--- config.mk ---
export PLATFORM = sky130hd
export DESIGN_NAME = ahbl_wait_mem
export DESIGN_NICKNAME = d
export VERILOG_FILES = /design/src/rtl/ahbl_mem_pkg.sv /design/src/rtl/ahbl_addr_capture.sv /design/src/rtl/ahbl_resp_ctrl.sv /design/src/rtl/ahbl_word_store.sv /design/src/rtl/ahbl_wait_mem.sv
export SDC_FILE = /design/constraint.sdc
export NUM_CORES = 2
export LEC_CHECK = 0
export BUFFER_PORTS_ARGS = -buffer_cell sky130_fd_sc_hd__buf_2
export CAP_MARGIN = 10
export CORE_MARGIN = 2
export CORE_UTILIZATION = 34
export DETAILED_ROUTE_END_ITERATION = 12
export PLACE_DENSITY = 0.55
export SYNTH_ARGS = -nofsm -noshare
export SYNTH_HDL_FRONTEND = slang
export SYNTH_SLANG_ARGS = --single-unit
export TNS_END_PERCENT = 5
--- constraint.sdc ---
create_clock -name clk -period 4.4 [get_ports clk]
set_clock_uncertainty 0.1 [all_clocks]
set_input_delay 0.44 -clock clk [delete_from_list [all_inputs] [get_ports clk]]
set_output_delay 0.44 -clock clk [all_outputs]
set_load 0.05 [all_outputs]
--- src/rtl/ahbl_mem_pkg.sv ---
package ahbl_mem_pkg;

  // Data-phase state of the target
  typedef enum logic [1:0] {
    PH_OKAY = 2'd0,   // idle or completing with OKAY
    PH_WAIT = 2'd1,   // stalling an in-range access
    PH_ERR1 = 2'd2,   // first error cycle, ready low
    PH_ERR2 = 2'd3    // second error cycle, ready high
  } phase_e;

  localparam logic [1:0] TR_IDLE   = 2'b00;
  localparam logic [1:0] TR_BUSY   = 2'b01;
  localparam logic [1:0] TR_NONSEQ = 2'b10;
  localparam logic [1:0] TR_SEQ    = 2'b11;

endpackage

--- src/rtl/ahbl_addr_capture.sv ---
module ahbl_addr_capture #(
  parameter int ADDR_W      = 12,
  parameter int DEPTH_WORDS = 64,
  localparam int WORD_W     = ADDR_W - 2,
  localparam int IDX_W      = (DEPTH_WORDS > 1) ? $clog2(DEPTH_WORDS) : 1
) (
  input  logic              clk,
  input  logic              rst_n,
  input  logic              ready_i,
  input  logic              sel_i,
  input  logic [1:0]        trans_i,
  input  logic              write_i,
  input  logic [ADDR_W-1:0] addr_i,
  output logic              new_act_o,
  output logic              new_inr_o,
  output logic              act_q,
  output logic              wr_q,
  output logic              inr_q,
  output logic [IDX_W-1:0]  idx_q
);

  logic             act_d, wr_d, inr_d;
  logic [IDX_W-1:0] idx_d;
  logic             cap_en;
  logic [WORD_W-1:0] word;

  assign word = addr_i[ADDR_W-1:2];

  // Range check: a full-size array needs no compare
  generate
    if (DEPTH_WORDS >= (2 ** WORD_W)) begin : g_full
      assign new_inr_o = 1'b1;
    end else begin : g_part
      assign new_inr_o = ({1'b0, word} < (WORD_W + 1)'(DEPTH_WORDS));
    end
  endgenerate

  assign new_act_o = sel_i & trans_i[1];
  assign cap_en    = ready_i;

  always_comb begin
    act_d = new_act_o;
    wr_d  = write_i;
    inr_d = new_inr_o;
    idx_d = addr_i[IDX_W+1:2];
  end

  always_ff @(posedge clk or negedge rst_n) begin
    if (!rst_n) begin
      act_q <= 1'b0;
      wr_q  <= 1'b0;
      inr_q <= 1'b0;
      idx_q <= '0;
    end else if (cap_en) begin
      act_q <= act_d;
      wr_q  <= wr_d;
      inr_q <= inr_d;
      idx_q <= idx_d;
    end
  end

  // captured request frozen while the bus is stalled
  assert_hold_ctrl_R2: assert property (@(posedge clk) disable iff (!rst_n)
    !ready_i |=> $stable({act_q, wr_q, inr_q, idx_q}));

endmodule

--- src/rtl/ahbl_resp_ctrl.sv ---
module ahbl_resp_ctrl
  import ahbl_mem_pkg::*;
#(
  parameter int WAIT_CYCLES = 2,
  localparam int CNT_W      = (WAIT_CYCLES > 0) ? $clog2(WAIT_CYCLES + 1) : 1,
  localparam int LOW_LIM    = (WAIT_CYCLES > 0) ? WAIT_CYCLES : 1
) (
  input  logic clk,
  input  logic rst_n,
  input  logic ready_i,
  input  logic new_act_i,
  input  logic new_inr_i,
  output logic readyout_o,
  output logic resp_o
);

  phase_e           st_q, st_d;
  logic [CNT_W-1:0] cnt_q, cnt_d;

  always_comb begin
    st_d  = st_q;
    cnt_d = cnt_q;
    unique case (st_q)
      PH_OKAY, PH_ERR2: begin
        if (ready_i) begin
          if (new_act_i && !new_inr_i) begin
            st_d = PH_ERR1;
          end else if (new_act_i && (WAIT_CYCLES > 0)) begin
            st_d  = PH_WAIT;
            cnt_d = CNT_W'(WAIT_CYCLES);
          end else begin
            st_d = PH_OKAY;
          end
        end
      end
      PH_WAIT: begin
        cnt_d = cnt_q - CNT_W'(1);
        if (cnt_q == CNT_W'(1)) st_d = PH_OKAY;
      end
      PH_ERR1: st_d = PH_ERR2;
      default: st_d = PH_OKAY;
    endcase
  end

  always_ff @(posedge clk or negedge rst_n) begin
    if (!rst_n) begin
      st_q  <= PH_OKAY;
      cnt_q <= '0;
    end else begin
      st_q  <= st_d;
      cnt_q <= cnt_d;
    end
  end

  assign readyout_o = (st_q == PH_OKAY) || (st_q == PH_ERR2);
  assign resp_o     = (st_q == PH_ERR1) || (st_q == PH_ERR2);

  // Length of the current low-ready run, for the bound check only
  logic [15:0] low_run_q;
  always_ff @(posedge clk or negedge rst_n) begin
    if (!rst_n)           low_run_q <= '0;
    else if (readyout_o)  low_run_q <= '0;
    else                  low_run_q <= low_run_q + 16'd1;
  end

  // an inactive address phase leaves an OKAY, ready data phase
  assert_idle_okay_R1: assert property (@(posedge clk) disable iff (!rst_n)
    (ready_i && !new_act_i) |=> (readyout_o && !resp_o));

  // ready never low longer than the configured latency
  assert_wait_bound_R5: assert property (@(posedge clk) disable iff (!rst_n)
    !readyout_o |-> (low_run_q < 16'(LOW_LIM)));

  generate
    if (WAIT_CYCLES > 0) begin : g_wait_chk
      // a captured in-range access stalls in its first data cycle
      assert_wait_start_R5: assert property (@(posedge clk) disable iff (!rst_n)
        (ready_i && readyout_o && new_act_i && new_inr_i) |=> (!readyout_o && !resp_o));
    end
  endgenerate

  // error starts with ready low
  assert_err_first_R6: assert property (@(posedge clk) disable iff (!rst_n)
    $rose(resp_o) |-> !readyout_o);

  // second error cycle keeps ERROR and raises ready
  assert_err_second_R6: assert property (@(posedge clk) disable iff (!rst_n)
    (resp_o && !readyout_o) |=> (resp_o && readyout_o));

endmodule

--- src/rtl/ahbl_word_store.sv ---
module ahbl_word_store #(
  parameter int DATA_W      = 32,
  parameter int DEPTH_WORDS = 64,
  localparam int IDX_W      = (DEPTH_WORDS > 1) ? $clog2(DEPTH_WORDS) : 1
) (
  input  logic              clk,
  input  logic              we_i,
  input  logic [IDX_W-1:0]  idx_i,
  input  logic [DATA_W-1:0] wdata_i,
  input  logic              rd_en_i,
  output logic [DATA_W-1:0] rdata_o
);

  logic [DATA_W-1:0] mem [DEPTH_WORDS];

  always_ff @(posedge clk) begin
    if (we_i) mem[idx_i] <= wdata_i;
  end

  assign rdata_o = rd_en_i ? mem[idx_i] : '0;

endmodule

--- src/rtl/ahbl_wait_mem.sv ---
module ahbl_wait_mem #(
  parameter int ADDR_W      = 12,
  parameter int DATA_W      = 32,
  parameter int DEPTH_WORDS = 64,
  parameter int WAIT_CYCLES = 2,
  localparam int IDX_W      = (DEPTH_WORDS > 1) ? $clog2(DEPTH_WORDS) : 1
) (
  input  logic              clk,
  input  logic              rst_n,
  input  logic              sel_i,
  input  logic [ADDR_W-1:0] addr_i,
  input  logic              write_i,
  input  logic [1:0]        trans_i,
  input  logic [2:0]        size_i,
  input  logic [DATA_W-1:0] wdata_i,
  input  logic              ready_i,
  output logic [DATA_W-1:0] rdata_o,
  output logic              readyout_o,
  output logic              resp_o
);

  logic             new_act, new_inr;
  logic             act_q, wr_q, inr_q;
  logic [IDX_W-1:0] idx_q;
  logic             mem_we, mem_rd;
  logic             unused_ok;

  // Word-only target: size and byte offset are not decoded
  assign unused_ok = ^{size_i, addr_i[1:0]};

  ahbl_addr_capture #(
    .ADDR_W      (ADDR_W),
    .DEPTH_WORDS (DEPTH_WORDS)
  ) u_capture (
    .clk       (clk),
    .rst_n     (rst_n),
    .ready_i   (ready_i),
    .sel_i     (sel_i),
    .trans_i   (trans_i),
    .write_i   (write_i),
    .addr_i    (addr_i),
    .new_act_o (new_act),
    .new_inr_o (new_inr),
    .act_q     (act_q),
    .wr_q      (wr_q),
    .inr_q     (inr_q),
    .idx_q     (idx_q)
  );

  ahbl_resp_ctrl #(
    .WAIT_CYCLES (WAIT_CYCLES)
  ) u_resp (
    .clk        (clk),
    .rst_n      (rst_n),
    .ready_i    (ready_i),
    .new_act_i  (new_act),
    .new_inr_i  (new_inr),
    .readyout_o (readyout_o),
    .resp_o     (resp_o)
  );

  // Data phase acts on the captured request only
  assign mem_we = act_q & wr_q & inr_q & readyout_o;
  assign mem_rd = act_q & ~wr_q & inr_q;

  ahbl_word_store #(
    .DATA_W      (DATA_W),
    .DEPTH_WORDS (DEPTH_WORDS)
  ) u_store (
    .clk     (clk),
    .we_i    (mem_we),
    .idx_i   (idx_q),
    .wdata_i (wdata_i),
    .rd_en_i (mem_rd),
    .rdata_o (rdata_o)
  );

  // an error reply never carries read data
  assert_err_rdata_zero_R9: assert property (@(posedge clk) disable iff (!rst_n)
    resp_o |-> (rdata_o == '0));

endmodule

; ---- After elaboration in Yosys (flattened, before gate mapping)
; Memories as Yosys holds them, arrays and structs flattened.
; Index checks and enable logic that the tools add are counted.
[totals]
in_bits = 54
wordCells = 45
mem_bits_rw = 2048
mem_count = 1
output_inout_bits = 34
regBits = 13
[op_classes]
n_lt_le_gt_ge = 1
n_mux = 12
addsub = 1
n_reduce_logical = 9
n_bitwise = 7
n_eq_ne = 8
[mem_list]
columns = name, words, width, rd, rd_ports_with_merged_regs, wr, line
row1 = u_store.mem, 64, 32, 1, 0, 1, ahbl_word_store.sv:14  ; logic [DATA_W-1:0] mem [DEPTH_WORDS];
[ops]
columns = operator, count
row1 = $mux W32, 1
row2 = $mux W2, 6
row3 = $lt A10 B7 Y1 const B, 1
row4 = $and A1 B1 Y1, 6
row5 = $pmux W2 S3, 1
row6 = $eq A2 B1 Y1 const B, 2
row7 = $eq A2 B2 Y1 const B, 2
row8 = $ne A2 B1 Y1 const B, 2
row9 = $ne A2 B2 Y1 const B, 2
row10 = $pmux W2 S2, 1
row11 = $reduce_and A4 Y1, 1
row12 = $mux W1, 3
row13 = $logic_not A2 Y1, 1
row14 = $logic_or A1 B1 Y1, 2
row15 = $reduce_and A2 Y1, 1
row16 = $reduce_bool A2 Y1, 1
row17 = $reduce_or A2 Y1, 1
row18 = $sub A2 B1 Y2 const B, 1
row19 = $logic_and A1 B1 Y1, 1
row20 = $logic_not A1 Y1, 1
row21 = $not A1 Y1, 1

; ---- Longest topological paths before layout
[logic_depth]
ltp_word = 6
depth_mapped = 11
ltp_nobuf = 7

; ---- Cells and area by module
; From an unflattened synthesis, not the netlist that was laid out.
[hier_totals]
cells_unflattened = 4725
hier_area_um2 = 80893.8
[by_module_without_submodules]
columns = module, area_each_um2, cells_each, instances, seq_area_each_um2
row1 = ahbl_word_store, 80230.7, 4674, 1, 61499.0
row2 = ahbl_addr_capture, 361.6, 21, 1, 225.2
row3 = ahbl_resp_ctrl, 284.0, 28, 1, 100.1
row4 = ahbl_wait_mem, 17.5, 2, 1, 0.0

; ---- Worst setup path after synthesis
; Ideal clock, no wire load.
[synth_path]
path_type = reg2reg
from = register u_resp.st_q[0]
to = memory u_store.mem[15][0] (enable)
required_time_ns = 3.879
setup_ns = 0.421
setup_slack_ns = 0.771
period_less_slack_ns = 3.629
stages_incl_launch_ff = 7
path_buffers = 1
arrival_ns = 3.108
cell_sequence = dfrtp_1 -> inv_1 -> ha_1 -> and4_1 -> clkbuf_1 -> nand2_1 -> nor2_1
[synth_between]
elab_chain_len = 5
word_cells_on_any_way = 6
cone_classes = eq/ne: 1 / mux: 2 / bitwise: 1 / reduce/logical: 2
[synth_lines]
columns = element, line
row1 = start: declaration, ahbl_resp_ctrl.sv:17  ; phase_e st_q, st_d;
row2 = start signal: assignment, ahbl_resp_ctrl.sv:50  ; st_q <= st_d;
row3 = $eq A2 B2 Y1 or $logic_not A2 Y1 (tied branches), ahbl_resp_ctrl.sv:55  ; assign readyout_o = (st_q == PH_OKAY) || (st_q == PH_ERR2);
row4 = $logic_or A1 B1 Y1 *, ahbl_resp_ctrl.sv:55
row5 = net readyout_o, ahbl_wait_mem.sv:18  ; output logic readyout_o,
row6 = $and A1 B1 Y1 *, ahbl_wait_mem.sv:63  ; assign mem_we = act_q & wr_q & inr_q & readyout_o;
row7 = $mux W1 *, ahbl_word_store.sv:17  ; if (we_i) mem[idx_i] <= wdata_i;
row8 = $mux W1 (implied by the code) *, ahbl_word_store.sv:17
row9 = end: declaration, ahbl_word_store.sv:14
; The timed path passes the listed nets; every way through them passes the cells marked *.

; ---- Worst setup path after layout
[layout_path]
from = register u_capture.idx_q[1]
to = output port rdata_o[26]
[layout_between]
elab_chain_len = 2
[layout_lines]
columns = element, line
row1 = start: declaration, ahbl_addr_capture.sv:19  ; output logic [IDX_W-1:0] idx_q
row2 = start signal: assignment, ahbl_addr_capture.sv:58  ; idx_q <= idx_d;
row3 = $mem_v2 Z64 W32, -
row4 = $mux W32, ahbl_word_store.sv:20  ; assign rdata_o = rd_en_i ? mem[idx_i] : '0;
row5 = end: declaration, ahbl_wait_mem.sv:17  ; output logic [DATA_W-1:0] rdata_o,
; No other way between the ends.

==> flow_summary.html <==
<table>
<tr><th>Metric</th><th>Value</th></tr>
<tr><th colspan="2">Timing</th></tr>
<tr><td>Least-Margin Pin Slew</td><td>1.24 ns</td></tr>
<tr><td>Worst slack on hold paths</td><td>0.0521 ns</td></tr>
<tr><td>Setup repair after global routing missed its margin</td><td>true</td></tr>
<tr><td>Final sum of negative setup slack</td><td>-0.151 ns</td></tr>
<tr><td>Finish-stage setup viols</td><td>4</td></tr>
<tr><td>Final critical-path setup slack</td><td>-0.0878 ns</td></tr>
<tr><td>Period utilization</td><td>102%</td></tr>
<tr><td>Count of endpoints failing hold in the final timing report</td><td>0</td></tr>
<tr><td>Max-slew violations</td><td>0</td></tr>
<tr><td>Period minus WS final</td><td>4.49 ns</td></tr>
<tr><td>Peak Freq</td><td>223 MHz</td></tr>
<tr><td>Max transition margin</td><td>17.5%</td></tr>
<tr><th colspan="2">Worst setup path</th></tr>
<tr><td>Reg-to-Reg End</td><td>u_store.mem[48][20]$_DFFE_PP_</td></tr>
<tr><td>Worst Path Arrival</td><td>3.95 ns</td></tr>
<tr><td>Critical Path Fanout Max</td><td>20</td></tr>
<tr><td>Required @ worst endpoint</td><td>3.86 ns</td></tr>
<tr><td>Critical Path Source Type</td><td>flip-flop</td></tr>
<tr><td>R2r worst-path depth</td><td>8</td></tr>
<tr><td>Register-to-Register Setup Slack</td><td>1.04 ns</td></tr>
<tr><td>Category of the critical setup timing path</td><td>flip-flop to output pin</td></tr>
<tr><td>Type of destination of the critical path</td><td>output pin</td></tr>
<tr><td>Reg-to-Reg Start</td><td>u_capture.idx_q[0]$_DFFE_PN0P_</td></tr>
<tr><th colspan="2">Drt</th></tr>
<tr><td>Vias per Instance</td><td>5.82</td></tr>
<tr><td>Via count</td><td>46000</td></tr>
<tr><td>Routed len/inst</td><td>31.8 um</td></tr>
<tr><td>Post-route DRC violation count</td><td>0</td></tr>
<tr><td>Count of antenna-violating nets left after detailed routing</td><td>0</td></tr>
<tr><td>Initial DRC count</td><td>6140</td></tr>
<tr><td>Routed wire length</td><td>252000 um</td></tr>
<tr><td>Number of optimization iterations in the first detailed-route pass</td><td>6</td></tr>
<tr><th colspan="2">Global routing</th></tr>
<tr><td>Via count of the first global-routing pass</td><td>44300</td></tr>
<tr><td>Antenna violations before repair</td><td>28</td></tr>
<tr><td>Total grt overflow</td><td>0</td></tr>
<tr><td>Global router's overall resource usage</td><td>21.0%</td></tr>
<tr><td>Wire length of the first global-routing pass</td><td>350000 um</td></tr>
<tr><td>Maximum number of pins on one net before global-route repair</td><td>65</td></tr>
<tr><th colspan="2">Run status</th></tr>
<tr><td>Run status</td><td>complete, but fails checks</td></tr>
<tr><td>Failing checks</td><td>setup timing</td></tr>
<tr><th colspan="2">Synthesis</th></tr>
<tr><td>Share of Yosys cell area claimed by the top area cell type</td><td>78.8%</td></tr>
<tr><td>Leading register cell type out of synthesis</td><td>sky130_fd_sc_hd__edfxtp_1</td></tr>
<tr><td>Async set or reset register ratio after synthesis</td><td>0.631%</td></tr>
<tr><td>Number of warning messages in the yosys log</td><td>0</td></tr>
<tr><td>Number of library cell types mapped by synthesis</td><td>63</td></tr>
<tr><td>Syn_nets</td><td>4390</td></tr>
<tr><td>FF+latch count, synth</td><td>2061</td></tr>
<tr><td>Most frequent cell after synthesis</td><td>sky130_fd_sc_hd__edfxtp_1</td></tr>
<tr><td>Leading area contributor after synthesis</td><td>sky130_fd_sc_hd__edfxtp_1</td></tr>
<tr><td>Post-synthesis instance area</td><td>78100 um2</td></tr>
<tr><td>Count of flip-flops with a built-in enable after synthesis</td><td>2048</td></tr>
<tr><td>Synthesized instance count</td><td>4332</td></tr>
<tr><td>Synth top area cells</td><td>sky130_fd_sc_hd__edfxtp_1, sky130_fd_sc_hd__a221oi_1, sky130_fd_sc_hd__mux2i_1</td></tr>
<tr><td>Sequential share of the synthesized area</td><td>79.2%</td></tr>
<tr><td>Synth cell count leaders</td><td>sky130_fd_sc_hd__edfxtp_1, sky130_fd_sc_hd__a221oi_1, sky130_fd_sc_hd__nor2_1</td></tr>
<tr><td>Synthesized area per cell</td><td>18.0 um2</td></tr>
<tr><th colspan="2">Floorplan</th></tr>
<tr><td>Starting utilization of the core area</td><td>34.3%</td></tr>
<tr><td>Die boundary width</td><td>483 um</td></tr>
<tr><td>Die height</td><td>483 um</td></tr>
<tr><td>Total I/O pin count</td><td>88</td></tr>
<tr><td>Core Rows</td><td>175</td></tr>
<tr><td>CORE AREA</td><td>228000 um2</td></tr>
<tr><td>Die area</td><td>234000 um2</td></tr>
<tr><th colspan="2">Layout</th></tr>
<tr><td>Footprint of the multi-input gates</td><td>15500 um2</td></tr>
<tr><td>Growth of design area from synthesis to finish</td><td>18.5%</td></tr>
<tr><td>Count of inserted antenna diode cells</td><td>0</td></tr>
<tr><td>Final-layout fill cell count</td><td>20300</td></tr>
<tr><td>Fraction of layout cells with a size suffix above 1</td><td>20.0%</td></tr>
<tr><td>Final design area excluding fillers</td><td>92500 um2</td></tr>
<tr><td>Register Area</td><td>61800 um2</td></tr>
<tr><td>Final #Nets</td><td>4783</td></tr>
<tr><td>Post-layout instance count excluding filler cells</td><td>7901</td></tr>
<tr><th colspan="2">Worst hold path</th></tr>
<tr><td>Hold Path Cell Cnt</td><td>1</td></tr>
<tr><td>Hold Startpoint</td><td>wdata_i[9]</td></tr>
<tr><td>Endpoint of the worst hold-timing path</td><td>u_store.mem[54][9]$_DFFE_PP_</td></tr>
<tr><td>Class of the tightest hold or removal check</td><td>input port to flip-flop</td></tr>
<tr><th colspan="2">Flow run</th></tr>
<tr><td>Number of max-capacitance violations reported</td><td>0</td></tr>
<tr><th colspan="2">Power and ir drop</th></tr>
<tr><td>Max VDD drop</td><td>370 uV</td></tr>
<tr><td>Lkg Pwr</td><td>28.9 nW</td></tr>
<tr><td>Post-layout power</td><td>42.0 mW</td></tr>
<tr><td>Areal power density over the cells</td><td>454 nW/um2</td></tr>
<tr><th colspan="2">Placement</th></tr>
<tr><td>IO buf count</td><td>81</td></tr>
<tr><td>Detailed placement HPWL</td><td>149000 um</td></tr>
<tr><td>Placed Cells incl. Taps</td><td>7468</td></tr>
<tr><td>Total cell area at the placement stage</td><td>85400 um2</td></tr>
<tr><td>Global placement routability congestion</td><td>0.867</td></tr>
<tr><th colspan="2">Clock network</th></tr>
<tr><td>CTS tree</td><td>done</td></tr>
<tr><td>Clock-pin slew on the worst setup and hold paths</td><td>0.06 ns</td></tr>
<tr><td>Clock sinks</td><td>2061</td></tr>
<tr><td>Htree depth</td><td>4</td></tr>
<tr><td>Cell at the root of the clock tree</td><td>sky130_fd_sc_hd__clkbuf_16</td></tr>
<tr><td>CTS buffer count</td><td>201</td></tr>
<tr><td>Maximum root-to-sink buffer count</td><td>3</td></tr>
<tr><td>Latest clock arrival within the worst-skew pair</td><td>0.83 ns</td></tr>
</table>
==> layout make-up <==
type / instances / share of cell area (%)
repair buffers: 512 / 5.62
flip-flops and latches: 2061 / 66.9
inverters: 12 / 0.0636
clock inverters: 117 / 0.977
well taps: 3009 / 4.07
clock buffers: 253 / 5.67
multi-input cells: 1937 / 16.7
==> repair_timing <==
| item | 4_1_cts | 5_1_grt |
|---|---|---|
| endpoints found under the setup margin | 32 | 30 |
| hold buffers | 31 | 2 |
| buffers inserted | 27 | 1 |
| pin swaps | 5 | 6 |
| resized for setup | 62 | 39 |
| endpoints found under the hold margin | 57 | 13 |
==> through the flow <==
step / util (%) / setup slack (ns)
detailed placement: 37.4 / 0.0876
global route: 40.6 / -0.0932
global placement: 37.4 / 0.105
floorplan: - / 0.771
CTS: 40.5 / -0.0879
finish: 40.6 / -0.0878
==> layer usage <==
metal / global-route usage [%] / up-vias / routed length [um]
met3: 4.92 / 428 / 24800
met1: 29.0 / 24200 / 102000
met2: 32.7 / 2390 / 115000
li1: - / 19000 / -
met4: 7.00 / 12 / 9080
met5: 0 / - / 66
==> kinds of logic after synthesis <==
family	synth area share, %
multiplexers	4.64
buffers and inverters	2.07
AO/OA/AOI/OAI	11.6
flip-flops	79.2
AND/OR/NAND/NOR	2.42
adder cells (fa/ha/maj)	0.0641
XOR/XNOR	0.0112
==> sequential cells by signal, summed over array words and instances (netlist names) <==
| register | count |
|---|---|
| u_store.mem | 2048 |
| u_capture.idx_q | 6 |
| u_resp.cnt_q | 2 |
| u_resp.st_q | 2 |
| u_capture.act_q | 1 |
| u_capture.inr_q | 1 |
| u_capture.wr_q | 1 |
==> worst max-delay path by stage <==
stage / start / endpoint / slack [ns] / cells after the start
finish: u_capture.idx_q[1]$_DFFE_PN0P_ / rdata_o[26] / -0.09 / 11
floorplan: u_resp.st_q[0]$_DFFE_PN0P_ / u_store.mem[15][0]$_DFFE_PP_ / 0.77 / 6
CTS: u_capture.idx_q[0]$_DFFE_PN0P_ / rdata_o[19] / -0.09 / 13
global placement: u_capture.idx_q[2]$_DFFE_PN0P_ / rdata_o[1] / 0.10 / 11
global route: u_capture.idx_q[0]$_DFFE_PN0P_ / rdata_o[10] / -0.09 / 11
detailed placement: u_capture.idx_q[2]$_DFFE_PN0P_ / rdata_o[0] / 0.09 / 11
==> power breakdown <==
part	switching (mW)	internal, mW
Combinational	2.73	1.34
Clock	7.44	8.82
Sequential	0.0354	21.6
Total	10.2	31.8
==> cells in the final DEF (no fill, tap or decap), types with 6 or more instances in the layout <==
master                          count
sky130_fd_sc_hd__a21oi_1          110
sky130_fd_sc_hd__a221oi_1         425
sky130_fd_sc_hd__a221oi_2          11
sky130_fd_sc_hd__a22o_1            77
sky130_fd_sc_hd__a22oi_1          211
sky130_fd_sc_hd__a31oi_1           36
sky130_fd_sc_hd__a41oi_1           13
sky130_fd_sc_hd__and4_1            11
sky130_fd_sc_hd__buf_12            99
sky130_fd_sc_hd__buf_2             52
sky130_fd_sc_hd__buf_4            305
sky130_fd_sc_hd__buf_6             17
sky130_fd_sc_hd__bufinv_16          6
sky130_fd_sc_hd__clkbuf_1          51
sky130_fd_sc_hd__clkbuf_16        202
sky130_fd_sc_hd__clkinv_1          61
sky130_fd_sc_hd__clkinv_16          6
sky130_fd_sc_hd__clkinv_2          30
sky130_fd_sc_hd__dfrtp_1            9
sky130_fd_sc_hd__dlygate4sd3_1     33
sky130_fd_sc_hd__edfxtp_1        2048
sky130_fd_sc_hd__inv_1              9
sky130_fd_sc_hd__inv_6              7
sky130_fd_sc_hd__mux2_2            38
sky130_fd_sc_hd__mux2i_1          203
sky130_fd_sc_hd__mux4_2            51
sky130_fd_sc_hd__nand2_1           92
sky130_fd_sc_hd__nand3_1           15
sky130_fd_sc_hd__nor2_1           173
sky130_fd_sc_hd__nor2_4            66
sky130_fd_sc_hd__nor3_1             8
sky130_fd_sc_hd__nor4_2             9
sky130_fd_sc_hd__o211a_1           14
sky130_fd_sc_hd__o21a_1             9
sky130_fd_sc_hd__o21ai_0          110
sky130_fd_sc_hd__o21ai_1           23
sky130_fd_sc_hd__o221ai_1          12
sky130_fd_sc_hd__o22a_1            18
sky130_fd_sc_hd__o22ai_1          108
==> worst max-delay path, stage by stage (launching register included) <==
cell                       delay [ns]
sky130_fd_sc_hd__dfrtp_4         0.52
sky130_fd_sc_hd__buf_12          0.17
sky130_fd_sc_hd__buf_4           0.16
sky130_fd_sc_hd__inv_6           0.16
sky130_fd_sc_hd__buf_4           0.35
sky130_fd_sc_hd__buf_4           0.36
sky130_fd_sc_hd__o22ai_1         0.18
sky130_fd_sc_hd__o311ai_1        0.50
sky130_fd_sc_hd__buf_4           0.20
sky130_fd_sc_hd__a41oi_1         0.10
sky130_fd_sc_hd__buf_4           0.22
sky130_fd_sc_hd__buf_12          0.15
(Power assumes the default switching activity.)
